<file path="config.mk">
export PLATFORM = sky130hd
export DESIGN_NAME = pm_inplace_sched
export DESIGN_NICKNAME = d
export VERILOG_FILES = /design/src/rtl/pm_sched_pkg.sv /design/src/rtl/pm_addr_gen.sv /design/src/rtl/pm_wb_delay.sv /design/src/rtl/pm_perm_switch.sv /design/src/rtl/pm_inplace_sched.sv
export SDC_FILE = /design/constraint.sdc
export NUM_CORES = 1
export LEC_CHECK = 0
export ABC_AREA = 1
export BUFFER_PORTS_ARGS = -buffer_cell sky130_fd_sc_hd__buf_2
export CORE_MARGIN = 3
export CORE_UTILIZATION = 59
export CTS_BUF_LIST = sky130_fd_sc_hd__clkbuf_16
export DETAILED_ROUTE_END_ITERATION = 6
export PLACE_DENSITY = 0.95
export SLEW_MARGIN = 20
export SYNTH_ARGS = -nofsm -noshare
export SYNTH_HDL_FRONTEND = slang
export SYNTH_HIERARCHICAL = 1
export SYNTH_SLANG_ARGS = --single-unit
</file>
<file path="constraint.sdc">
create_clock -name clk -period 3.4 [get_ports clk]
set_input_delay 0 -clock clk [delete_from_list [all_inputs] [get_ports clk]]
set_output_delay 0 -clock clk [all_outputs]
set_load 0.02 [all_outputs]
</file>
<file path="src/rtl/pm_sched_pkg.sv">
// Package: shared sizes, types and address-permutation helpers for the
// in-place path metric scheduler. Assumes 8 memories of depth 8.
package pm_sched_pkg;
    localparam int MEM_CNT     = 8;
    localparam int MEM_DEPTH   = 8;
    localparam int ADDR_W      = $clog2(MEM_DEPTH);
    localparam int BF_CNT      = MEM_CNT / 2;
    localparam int SW_CNT      = 2;
    localparam int SW_PORTS    = 4;
    localparam int SEL_W       = 2;
    localparam int ITER_PERIOD = 6;
    localparam int ITER_W      = $clog2(ITER_PERIOD);
    localparam int ROT_PERIOD  = ADDR_W;

    typedef logic [ADDR_W-1:0] addr_t;
    typedef logic [SEL_W-1:0]  sel_t;

    // Rotate a word address left by one bit.
    function automatic addr_t rotl1(addr_t v);
        return {v[ADDR_W-2:0], v[ADDR_W-1]};
    endfunction

    // Rotate a word address left by n bits (n below ROT_PERIOD).
    function automatic addr_t rotl_n(addr_t v, logic [ITER_W-1:0] n);
        addr_t r;
        r = v;
        for (int i = 0; i < ROT_PERIOD - 1; i++) begin
            if (ITER_W'(i) < n) r = rotl1(r);
        end
        return r;
    endfunction

    // Map a physical cycle to its logical slot: slots 3 and 4 trade places.
    function automatic addr_t phys_to_slot(addr_t c);
        addr_t k;
        case (c)
            addr_t'(3): k = addr_t'(4);
            addr_t'(4): k = addr_t'(3);
            default:    k = c;
        endcase
        return k;
    endfunction
endpackage

</file>
<file path="src/rtl/pm_addr_gen.sv">
// Read-side address generator. Keeps the cycle within the iteration, the
// iteration index modulo ITER_PERIOD and the XOR offset of the upper memory
// group, and derives each memory's read address and the select code.
// Assumes the caller holds 'go' low to stall; the position then freezes.
module pm_addr_gen
    import pm_sched_pkg::*;
(
    input  logic                           clk,
    input  logic                           rst_n,
    input  logic                           go,
    output logic [MEM_CNT-1:0][ADDR_W-1:0] rd_addr,
    output logic [SEL_W-1:0]               rd_sel
);
    addr_t             cyc_q;
    logic [ITER_W-1:0] iter_q;
    addr_t             xofs_q;
    logic [ITER_W-1:0] rot_amt;
    addr_t             slot;
    addr_t             base;

    // Advance cycle, iteration and group offset on each read cycle.
    always_ff @(posedge clk) begin
        if (!rst_n) begin
            cyc_q  <= '0;
            iter_q <= '0;
            xofs_q <= '0;
        end else if (go) begin
            cyc_q <= cyc_q + addr_t'(1);
            if (cyc_q == addr_t'(MEM_DEPTH - 1)) begin
                xofs_q <= rotl1(xofs_q) ^ addr_t'(1);
                if (iter_q == ITER_W'(ITER_PERIOD - 1)) iter_q <= '0;
                else                                   iter_q <= iter_q + ITER_W'(1);
            end
        end
    end

    // Rotation amount is the iteration index modulo the address width.
    always_comb begin
        if (iter_q >= ITER_W'(ROT_PERIOD)) rot_amt = iter_q - ITER_W'(ROT_PERIOD);
        else                               rot_amt = iter_q;
        slot   = phys_to_slot(cyc_q);
        base   = rotl_n(slot, rot_amt);
        rd_sel = {slot[2], slot[0]};
    end

    // Lower half reads the rotated slot, upper half adds the XOR offset.
    for (genvar m = 0; m < MEM_CNT; m++) begin : g_addr
        if (m < MEM_CNT / 2) begin : g_lo
            assign rd_addr[m] = base;
        end else begin : g_hi
            assign rd_addr[m] = base ^ xofs_q;
        end
    end

    // Checker state: addresses seen and select codes used in this iteration.
    logic [MEM_CNT-1:0][MEM_DEPTH-1:0] seen_q;
    logic [3:0][1:0]                   selcnt_q;

    // Collect per-iteration usage for the assertions below.
    always_ff @(posedge clk) begin
        if (!rst_n) begin
            seen_q   <= '0;
            selcnt_q <= '0;
        end else if (go) begin
            if (cyc_q == addr_t'(MEM_DEPTH - 1)) begin
                seen_q   <= '0;
                selcnt_q <= '0;
            end else begin
                for (int m = 0; m < MEM_CNT; m++) seen_q[m][rd_addr[m]] <= 1'b1;
                selcnt_q[rd_sel] <= selcnt_q[rd_sel] + 2'd1;
            end
        end
    end

    for (genvar m = 0; m < MEM_CNT; m++) begin : g_chk
        AST_ADDR_ONCE: assert property (@(posedge clk) disable iff (!rst_n)
            go |-> !seen_q[m][rd_addr[m]]);
    end

    AST_SEL_TWICE: assert property (@(posedge clk) disable iff (!rst_n)
        go |-> (selcnt_q[rd_sel] < 2'd2));

    AST_PERIOD_CLOSE: assert property (@(posedge clk) disable iff (!rst_n)
        (go && cyc_q == '0 && iter_q == '0) |-> (xofs_q == '0));
endmodule

</file>
<file path="src/rtl/pm_wb_delay.sv">
// Write-back delay line. Carries the read strobe, per-memory addresses and
// select code through WB_LAG register stages so writes land on the words
// that were read. Assumes WB_LAG is at least 1 and small.
module pm_wb_delay
    import pm_sched_pkg::*;
#(
    parameter int WB_LAG = 4
) (
    input  logic                           clk,
    input  logic                           rst_n,
    input  logic                           rd_en,
    input  logic [MEM_CNT-1:0][ADDR_W-1:0] rd_addr,
    input  logic [SEL_W-1:0]               rd_sel,
    output logic                           wr_en,
    output logic [MEM_CNT-1:0][ADDR_W-1:0] wr_addr,
    output logic [SEL_W-1:0]               wr_sel
);
    logic [WB_LAG:1]                           st_en;
    logic [WB_LAG:1][MEM_CNT-1:0][ADDR_W-1:0]  st_addr;
    logic [WB_LAG:1][SEL_W-1:0]                st_sel;

    // Shift the read-side controls one stage per clock.
    always_ff @(posedge clk) begin
        if (!rst_n) begin
            st_en   <= '0;
            st_addr <= '0;
            st_sel  <= '0;
        end else begin
            st_en[1]   <= rd_en;
            st_addr[1] <= rd_addr;
            st_sel[1]  <= rd_sel;
            for (int j = 2; j <= WB_LAG; j++) begin
                st_en[j]   <= st_en[j-1];
                st_addr[j] <= st_addr[j-1];
                st_sel[j]  <= st_sel[j-1];
            end
        end
    end

    assign wr_en   = st_en[WB_LAG];
    assign wr_addr = st_addr[WB_LAG];
    assign wr_sel  = st_sel[WB_LAG];

    // No read may hit a word whose write is in flight or issued now.
    for (genvar j = 1; j <= WB_LAG; j++) begin : g_stage
        for (genvar m = 0; m < MEM_CNT; m++) begin : g_mem
            AST_NO_EARLY_READ: assert property (@(posedge clk) disable iff (!rst_n)
                (rd_en && st_en[j]) |-> (rd_addr[m] != st_addr[j][m]));
        end
    end
endmodule

</file>
<file path="src/rtl/pm_perm_switch.sv">
// One 4x4 permutation switch. Port q takes result q[1]^sel[0] of the
// butterfly picked by q[0]^sel[1] (0 = lo, 1 = hi). Purely combinational.
module pm_perm_switch
    import pm_sched_pkg::*;
#(
    parameter int PM_W = 6
) (
    input  logic [1:0][PM_W-1:0]          lo_res,
    input  logic [1:0][PM_W-1:0]          hi_res,
    input  logic [SEL_W-1:0]              sel,
    output logic [SW_PORTS-1:0][PM_W-1:0] port_q
);
    // Route each output port from its selected butterfly result.
    always_comb begin
        for (int q = 0; q < SW_PORTS; q++) begin
            logic pick_hi;
            logic pick_j;
            pick_hi = q[0] ^ sel[1];
            pick_j  = q[1] ^ sel[0];
            port_q[q] = pick_hi ? hi_res[pick_j] : lo_res[pick_j];
        end
    end
endmodule

</file>
<file path="src/rtl/pm_inplace_sched.sv">
// Top of the in-place path metric scheduler: read address generation,
// write-back delay and the two write-side permutation switches. Assumes the
// butterfly pipeline returns results exactly WB_LAG cycles after the read.
module pm_inplace_sched
    import pm_sched_pkg::*;
#(
    parameter int PM_W   = 6,
    parameter int WB_LAG = 4
) (
    input  logic                            clk,
    input  logic                            rst_n,
    input  logic                            run,
    input  logic [2*BF_CNT-1:0][PM_W-1:0]   bf_res,
    output logic                            rd_en,
    output logic [MEM_CNT-1:0][ADDR_W-1:0]  rd_addr,
    output logic [SEL_W-1:0]                rd_sel,
    output logic                            wr_en,
    output logic [MEM_CNT-1:0][ADDR_W-1:0]  wr_addr,
    output logic [SEL_W-1:0]                wr_sel,
    output logic [MEM_CNT-1:0][PM_W-1:0]    wr_data
);
    logic go;
    assign go    = run & rst_n;
    assign rd_en = go;

    pm_addr_gen u_addr (
        .clk     (clk),
        .rst_n   (rst_n),
        .go      (go),
        .rd_addr (rd_addr),
        .rd_sel  (rd_sel)
    );

    pm_wb_delay #(.WB_LAG(WB_LAG)) u_delay (
        .clk     (clk),
        .rst_n   (rst_n),
        .rd_en   (go),
        .rd_addr (rd_addr),
        .rd_sel  (rd_sel),
        .wr_en   (wr_en),
        .wr_addr (wr_addr),
        .wr_sel  (wr_sel)
    );

    // Switch s pairs butterflies s and s+2 and feeds memories 2q+s.
    for (genvar s = 0; s < SW_CNT; s++) begin : g_sw
        logic [SW_PORTS-1:0][PM_W-1:0] sw_out;
        pm_perm_switch #(.PM_W(PM_W)) u_sw (
            .lo_res ({bf_res[2*s+1],     bf_res[2*s]}),
            .hi_res ({bf_res[2*(s+2)+1], bf_res[2*(s+2)]}),
            .sel    (wr_sel),
            .port_q (sw_out)
        );
        for (genvar q = 0; q < SW_PORTS; q++) begin : g_port
            assign wr_data[2*q+s] = sw_out[q];
        end
    end

    AST_WR_QUIET_IN_RESET: assert property (@(posedge clk)
        !rst_n |=> !wr_en);
endmodule

</file>
=== After elaboration in Yosys (flattened, before gate mapping) ===
Index checks and enable logic that the tools add are counted.

* Register bits: 45
* Word-level logic and storage cells: 62

* Add/subtract/negate cells: 3
* Order comparisons: 5
* Equality and inequality tests: 4
* Multiplexer cells: 29
* Bitwise logic cells: 4
* Reduce and logical (&&, ||, !) cells: 1

{| class="wikitable"
|+ Operator list
! operator !! count
|-
| $mux 6 || 24
|-
| $mux 3 || 4
|-
| $eq 3x3->1 const B || 3
|-
| $add 3x1->3 const B || 2
|-
| $lt 1x3->1 const A || 2
|-
| $pmux 3 s2 || 1
|-
| $lt 1x2->1 const B || 2
|-
| $eq 3x2->1 const B || 1
|-
| $ge 3x2->1 const B || 1
|-
| $sub 3x2->3 const B || 1
|-
| $xor 3x3->3 || 1
|-
| $not 1->1 || 2
|-
| $reduce_and 2->1 || 1
|-
| $and 1x1->1 || 1
|}

=== Longest topological paths before layout ===
* Depth after elaboration: 6
* Gate-level depth with buffers: 14
* Depth with buffers taken out: 13

=== Modules after synthesis ===
The synthesis kept the hierarchy.

{| class="wikitable"
|+ By module, submodules not included
! module !! times used !! cells an instance !! area an instance (µm²)
|-
| pm_wb_delay || 1 || 362 || 3,249.4
|-
| pm_perm_switch || 2 || 156 || 739.5
|-
| pm_addr_gen || 1 || 123 || 778.2
|-
| pm_inplace_sched || 1 || 2 || 7.5
|}

=== Worst setup path after synthesis ===
No wires, ideal clock.

* Path type: register to register
* From: register u_addr.cyc_q[0]
* To: register u_delay/st_addr[15] in the netlist's numbering
* Setup time: 109 ps
* Arrival time: 1,946 ps
* Data required time: 3,291 ps
* Slack: 1,346 ps
* Stages on the path, launching flop included: 12
* Path buffers: 1
* Cell sequence: dfxtp_1 -> inv_1 -> ha_1 -> o21ai_1 -> inv_1 -> nand2_1 -> nand3_1 -> nand3_1 -> nand2_1 -> buf_4 -> nand2_1 -> inv_1

{| class="wikitable"
|+ RTL lines
! element !! RTL line !! text
|-
| from (decl) || pm_addr_gen.sv:14 || <nowiki>addr_t cyc_q;</nowiki>
|-
| from (signal assigned) || pm_addr_gen.sv:28 || <nowiki>cyc_q <= cyc_q + addr_t'(1);</nowiki>
|-
| to (signal, indexed assignment) || pm_wb_delay.sv:34 || <nowiki>st_addr[j] <= st_addr[j-1];</nowiki>
|-
| to (decl) || pm_wb_delay.sv:19 || <nowiki>logic [WB_LAG:1][MEM_CNT-1:0][ADDR_W-1:0] st_addr;</nowiki>
|}

==> metrics.yaml <==
outcome:
  outcome: "finished, final reports clean"
grt:
  overflow: 0
  grt_max_degree: 61
  antenna_found_initial: 0
  track_usage: 0.205
  grt_pass1_vias: 4154
  grt_pass1_wl_um: 17300
logic_synthesis:
  async_flop_share: 0
  syn_area_per_cell_um2: 6.90
  syn_area_um2: 5510
  syn_inst: 799
  synth_cell_type_count: 21
  synth_nets: 854
  synth_edf_count: 0
  synth.yosys.seq_area_share: 0.425
  synthFlopType: "dfxtp_1"
  yosys_warnings: 6
  ys_ff_latch: 117
routing:
  routedWlPerCell_um: 10.8
  drt_iter0_drc: 207
  firstDrtPassIters: 5
  postRouteAntennaNets: 0
  drt-total-wl_um: 11000
  drc: 0
  via_per_inst: 4.71
  vias: 4776
cts:
  cts.root.buffer_cell: "clkbuf_16"
  cts.repair.resized: 0
  cts_buffer_depth: 2
  cts_buffers: 17
  clkTransAtPathRegs_ps: 50
  clock_latency_ps: 400
  tritoncts: "yes"
  postCtsHoldBufs: 1
  htreeDepth: 4
  cts_setup_buffers: 0
  clock-sinks: 117
place:
  numPortBuffers: 152
  place_ws_ps: 1450
  place_congestion: 0.828
  hpwl_um: 7510
  place_area_um2: 5840
final_layout:
  drive_gt1_frac: 0.246
  syn_to_final_growth_pct: 16.4
  layout_commonest_cell: "nand2_1"
  finish.instance_area_um2: 6420
  final_net_count: 951
  diodes: 0
  final_cell_mix: "nand2_1, inv_1, buf_2, dfxtp_1, nand3_1"
  final_core_util: 0.722
floorplanning:
  die-area_um2: 10500
  core_um2: 8890
  die_w_um: 103
  io-pin-count: 153
  initial_core_util: 0.620
  die_h_um: 103
  num_rows: 34
min_path:
  hold_path.class: "input pin to flip-flop"
  hold-path-endpoint: "u_delay/st_addr[57]"
  min-delay-start: "rst_n"
  worstHoldPathCells: 3
setup_path:
  worstReg2RegEnd: "u_delay/st_addr[19]"
  critPathCaptureType: "primary output"
  crit_type: "flip-flop to primary output"
  required_ps: 3400
  rrSetupSlack_ps: 1390
  reg2regPathDepth: 13
  worstReg2RegStart: "u_addr/iter_q[0]"
  crit_fanout: 8
  start_kind: "flip-flop"
  critPathArrivalTime_ps: 2410
sta:
  maxClockFrequency_mhz: 416
  hold_violations: 0
  worst_slack_ps: 995
  maxSlewViolCount: 0
  fin_setup_tns_ps: 0
  setup_viol: 0
  slew_headroom: 0.354
  finClkSkew_ps: 6.32
  rsz0062_at_grt: "no"
  finalCritPeriodShare: 0.707
  worst_pin_slew_ps: 969
  period_minus_slack_ps: 2410
flow_run:
  maxCapViolations: 0
power:
  ir_drop_uv: 472
  power_density_nw_per_um2: 547
  p_leak_nw: 4.14
  power_w: 0.00351
-- cell families after synthesis --
kind of cell,after synthesis,synth area share
buffers and inverters,253,0.228
AND/OR/NAND/NOR,404,0.317
flip-flops,117,0.425
adder cells (fa/ha/maj),4,0.00908
AO/OA/AOI/OAI,21,0.0204
-- cell type report --
type,count,area [µm²]
Clock inverter,13,143
Tap cell,108,135
Multi-Input combinational cell,429,1910
Timing Repair Buffer,155,788
Clock buffer,17,425
Sequential cell,117,2340
Fill cell,687,2470
Inverter,176,671
-- power breakdown --
part           switching, W  leakage [nW]  total [W]  internal [W]
Clock              0.000561         0.274    0.00169       0.00112
Sequential        0.0000150         0.949    0.00143       0.00142
Combinational      0.000263          2.91   0.000394      0.000131
Total              0.000839          4.14    0.00351       0.00267
-- synth_stat cells (3+ instances only) --
master / count / area (µm²)
buf_6: 13 / 146
inv_2: 4 / 15.0
nand3_1: 115 / 576
buf_2: 14 / 70.1
a21oi_1: 9 / 45.0
nand2_2: 32 / 200
o21ai_0: 9 / 45.0
nand2_1: 251 / 942
dfxtp_1: 117 / 2340
nor2_1: 3 / 11.3
buf_4: 49 / 368
ha_1: 4 / 50.1
inv_1: 170 / 638
-- routing by layer --
metal / up-vias / GRT usage / part of all wire
met5: - / 0 / 0
met4: 0 / 0.0737 / 0.013
met3: 9 / 0.0602 / 0.090
met2: 194 / 0.380 / 0.50
met1: 2076 / 0.221 / 0.39
li1: 2497 / - / -
-- state kept, by name, summed over array words and instances (netlist names) --
signal,flops
u_delay/st_addr,72
u_delay/wr_addr,24
u_delay/st_sel,6
u_delay/st_en,4
u_addr/cyc_q,3
u_addr/iter_q,3
u_addr/xofs_q,3
u_delay/wr_sel,2
-- stage by stage --
stage	hold WS (ps)	cells
2_1_floorplan	123	799
3_3_place_gp	374	984
3_5_place_dp	382	984
4_1_cts	65.4	1015
5_1_grt	97.9	1015
6_report	78.7	1015
-- critical path: stages, from the launching register on --
cell and delay (ps):
dfxtp_1 460, nand2_1 80, inv_1 70, ha_1 190, nor2_1 80, nand2_1 100
nand2_1 80, nor2_2 180, nand2_1 100, nand3_1 120, nand3_1 90, nand2_1 240
buf_2 230
-- worst max-delay path by stage --
| stage | from | end | depth (start not counted) |
|---|---|---|---|
| after floorplan | u_addr/cyc_q[0] | u_delay/st_addr[15] | 11 |
| after global placement | u_addr/iter_q[2] | rd_addr[22] | 10 |
| after detailed placement | u_addr/iter_q[0] | u_delay/st_addr[19] | 13 |
| after CTS | u_addr/iter_q[0] | rd_addr[19] | 12 |
| after global routing | u_addr/iter_q[2] | rd_addr[19] | 10 |
| final | u_addr/iter_q[0] | rd_addr[19] | 12 |
Note: power is estimated with default switching activity, not from simulation.
